--- src/rtl/spi_pause_gate.sv ---
module spi_pause_gate #(
  parameter int SYNC_STAGES = 2,
  parameter int WORD_BITS   = 8,
  localparam int IDX_W      = (WORD_BITS > 1) ? $clog2(WORD_BITS) : 1
) (
  input  logic             clk,
  input  logic             rst_n,
  input  logic             cs_n,
  input  logic             sck,
  input  logic             si,
  input  logic             hold_n,
  input  logic             slv_so,
  input  logic             slv_so_en,
  output logic             shift_en,
  output logic             shift_out,
  output logic             si_data,
  output logic [IDX_W-1:0] bit_idx,
  output logic             so_out,
  output logic             so_oe
);

  localparam logic [3:0] PIN_RST = 4'b1001;
  localparam logic [IDX_W-1:0] IDX_LAST = IDX_W'(WORD_BITS - 1);

  logic [3:0] sync_q [SYNC_STAGES];
  logic       cs_s, sck_s, hold_s;
  logic       sck_d;
  logic       held;

  for (genvar g = 0; g < SYNC_STAGES; g++) begin : g_sync
    always_ff @(posedge clk or negedge rst_n) begin
      if (!rst_n) sync_q[g] <= PIN_RST;
      else if (g == 0) sync_q[g] <= {hold_n, si, sck, cs_n};
      else sync_q[g] <= sync_q[(g > 0) ? g - 1 : 0];
    end
  end

  assign cs_s    = sync_q[SYNC_STAGES-1][0];
  assign sck_s   = sync_q[SYNC_STAGES-1][1];
  assign si_data = sync_q[SYNC_STAGES-1][2];
  assign hold_s  = sync_q[SYNC_STAGES-1][3];

  always_ff @(posedge clk or negedge rst_n) begin
    if (!rst_n) begin
      sck_d <= 1'b0;
      held  <= 1'b0;
    end else begin
      sck_d <= sck_s;
      if (cs_s) held <= 1'b0;
      else if (!sck_s) held <= !hold_s;
    end
  end

  wire active = !cs_s && !held;
  assign shift_en  = active && sck_s && !sck_d;
  assign shift_out = active && !sck_s && sck_d;

  always_ff @(posedge clk or negedge rst_n) begin
    if (!rst_n) bit_idx <= '0;
    else if (cs_s) bit_idx <= '0;
    else if (shift_en) bit_idx <= (bit_idx == IDX_LAST) ? '0 : bit_idx + 1'b1;
  end

  assign so_oe  = active && slv_so_en;
  assign so_out = so_oe && slv_so;

  p_reset_quiet_r1: assert property (@(posedge clk) $rose(rst_n) |-> bit_idx == '0 && !so_oe);

  p_single_strobe_r2: assert property (@(posedge clk) disable iff (!rst_n)
    shift_en |=> !shift_en);

  p_fall_keeps_idx_r3: assert property (@(posedge clk) disable iff (!rst_n)
    shift_out |=> $stable(bit_idx));

  p_oe_off_r5: assert property (@(posedge clk) disable iff (!rst_n)
    $past(!cs_s && !sck_s && !hold_s) |-> !so_oe && !so_out);

  p_resume_r6: assert property (@(posedge clk) disable iff (!rst_n)
    $past(!cs_s && !sck_s && hold_s) && $rose(sck_s) |-> shift_en);

  p_idx_frozen_r7: assert property (@(posedge clk) disable iff (!rst_n)
    $past(held) && held |-> $stable(bit_idx));

  p_defer_r8: assert property (@(posedge clk) disable iff (!rst_n)
    $past(sck_s) && !$past(cs_s) |-> held == $past(held));

  p_deselect_clear_r9: assert property (@(posedge clk) disable iff (!rst_n)
    $past(cs_s) |-> !held && bit_idx == '0);

endmodule

--- config.mk ---
export PLATFORM = sky130hd
export DESIGN_NAME = spi_pause_gate
export DESIGN_NICKNAME = d
export VERILOG_FILES = /design/src/rtl/spi_pause_gate.sv
export SDC_FILE = /design/constraint.sdc
export NUM_CORES = 1
export LEC_CHECK = 0
export ABC_AREA = 1
export BUFFER_PORTS_ARGS = -buffer_cell sky130_fd_sc_hd__buf_4
export CAP_MARGIN = 25
export CORE_AREA = 2 2 39 41
export CTS_CLUSTER_DIAMETER = 80
export DETAILED_ROUTE_END_ITERATION = 6
export DIE_AREA = 0 0 41 43
export PLACE_DENSITY = 0.66
export SLEW_MARGIN = 10
export SYNTH_ARGS = -nofsm -noshare
export SYNTH_HDL_FRONTEND = slang
export SYNTH_SLANG_ARGS = --single-unit
--- constraint.sdc ---
create_clock -name clk -period 2.6 [get_ports clk]
set_clock_uncertainty 0.05 [all_clocks]
set_input_delay 0.26 -clock clk [delete_from_list [all_inputs] [get_ports clk]]
set_output_delay 0.26 -clock clk [all_outputs]
set_load 0.05 [all_outputs]
==> run summary <==
Cell Pwr Density: 596 mW/mm2
Die Y: 43 um
Post-synth top cells: dfrtp_1 (9), nand3_1 (5), dfstp_2 (4), nand2_1 (4)
FILL cells: 137
num ports: 16
Clk pwr share: 0.292
R2R Path End: bit_idx[0]$_DFFE_PN0P_
Die Footprint: 0.00176 mm2
total track usage: 0.103
post-synth top area cell: dfrtp_1
first-pass GRT wire length: 1090 um
Post-synth EDFFs: 0
top cell type's share of synthesized area: 0.464
crit share post-route: 0.591
Worst Hold Path EP: sync_q[4]$_DFF_PN1_
Hold/Removal Path Class: in -> reg
Logic pwr share: 0.142
vias in the first global route: 280
Synth Net Count: 50
Final GP Congestion: 0.621
final setup margin: 1060 ps
Setup crit start kind: flop
ratio of cells with drive above 1 in the final layout: 0.467
Post-DP HPWL: 538 um
FF-to-FF setup slack: 1410 ps
port buffer count: 15
critical-path maximum fanout: 5
Cell Area, Synth: 485 um2
Worst Path Arrival: 1230 ps
GRT overflow: 0
setup TNS: 0 ps
internal power: 0.294 mW
Lkg Pwr: 0.356 nW
Unique masters post-synth: 14
Mapped Avg Cell Area: 12.1 um2
final setup violation count: 0
Synth Instances: 40
top_reg_cell synth: dfrtp_1
drc violations: 0
required time worst endpoint: 2290 ps
clk sinks: 13
Slew Limit Headroom: 0.891
Initial Util: 0.351
fmax: 651 MHz
Max-Cap Viols: 0
H-tree depth: 1
Worst Hold Depth: 1
# rows: 14
largest net degree at the start of global routing: 14
Sw Pwr: 0.0963 mW
reg2reg start: bit_idx[0]$_DFFE_PN0P_
switching part of the total: 0.247
via/cell ratio: 4.46
sequential share of power: 0.566
RSZ-0062 raised after global routing: no
worst skew pair latency: 260 ps
synth top area cells: dfrtp_1 (46%), dfstp_2 (22%), ha_1 (5.2%)
Seq/Total Area, Yosys: 0.680
Die W: 41 um
synth warn: 0
1st-pass router iterations: 1
initial antenna violation count: 0
Final nets: 71
clock transition at the registers of the reported paths: 70 ps
critical path endpoint category: primary output
core area: 0.00138 mm2
critical path type: reg -> out
grt peak-use layer: met2
total number of vias: 339
Async SR Flop Fraction: 1.00
R2R cell count: 5
antenna violation net count after detailed routing: 0
final WL: 669 um
#FFs+latches synth: 13
Iter 0 DRT Violations: 0
met3 usage: 0.0471
Area Overhead vs Synth: 34.8%
Tmin final: 1540 ps
ant diodes: 0
VDD IR-drop max: 340 uV
worst slack, placed: 1340 ps
drt wl/cell: 8.80 um
CTS tree: done
Hold Startpoint: cs_n
clk buf depth: 2
Max Slew Vio Count: 0
worst slew pin tran: 163 ps
post-cts sizing count: 0
CTS Buf Count: 3
CTS root buf: clkbuf_4
count leader, synth: dfrtp_1
met1 usage: 0.112
Final Hold Viols: 0
status: finished clean
met2 usage: 0.128
## routing by layer
layer,share of wire,wire length (um)
met5,0,0
met4,0.040,27
met3,0.079,53
met2,0.47,313
met1,0.41,274
## kinds of logic after synthesis
| group | after synthesis | synth area share |
|---|---|---|
| simple gates | 17 | 0.201 |
| buf+inv | 6 | 0.0464 |
| flops | 13 | 0.680 |
| compound gates | 2 | 0.0206 |
| fa+ha+maj | 2 | 0.0515 |
## worst max-delay path by stage
stage,startpoint,to,depth (start not counted)
2_1_floorplan,held$_DFFE_PN0P_,shift_out,3
3_3_place_gp,held$_DFFE_PN0P_,so_out,3
3_5_place_dp,held$_DFFE_PN0P_,so_out,3
4_1_cts,held$_DFFE_PN0P_,so_out,3
5_1_grt,held$_DFFE_PN0P_,shift_out,4
6_report,held$_DFFE_PN0P_,so_out,3
## power by group through the flow
stage	Combinational, mW	Sequential (mW)	Clock (mW)
floorplan	0.0237	0.233	0
global placement	0.0546	0.224	0
finish	0.0553	0.221	0.114
CTS	0.0562	0.221	0.123
global route	0.0603	0.222	0.133
detailed placement	0.0551	0.225	0
## what timing repair did
item	in CTS	in global routing
hold buffers	1	0
buffers inserted	0	0
hold endpoints to repair	13	0
## stage by stage
stage	instance area (um2)	total power, mW	hold slack [ps]	std cells	utilization
after floorplan	485	0.256	-85.6	40	-
after global placement	618	0.279	56.5	71	0.447
after detailed placement	618	0.280	56.8	71	0.447
after CTS	654	0.400	32.9	76	0.473
after global routing	654	0.415	20.8	76	0.473
final	654	0.390	47.1	76	0.473
## state kept, by name (all words and copies together), names as in the netlist
register	cells
sync_q	4
held	1
hold_s	1
sck_d	1
sck_s	1
si_data	1
bit_idx	3
cs_s	1
## layout make-up
class | count | area [um2] | area share
tap | 16 | 20.0 | 0.0306
clock buffer | 4 | 26.3 | 0.0402
sequential | 13 | 330 | 0.505
timing repair buffer | 16 | 123 | 0.187
multi-input combinational | 21 | 133 | 0.203
inverter | 6 | 22.5 | 0.0344
## worst max-delay path, cell delays in order, from the launching register on
cell     delay, ps
dfrtp_1        420
nor2_4         190
and3_1         170
buf_4          190
## cell usage in the layout (no fill, tap or decap), drive strengths merged
cell type,instances
dfrtp,9
buf,15
nor2,5
a21oi,1
dfstp,4
clkbuf,4
inv,6
nand2,5
o21ai,1
and3,1
ha,2
nand4,1
nand3,5
dlygate4sd3,1
Note: power is estimated with default switching activity, not from simulation.
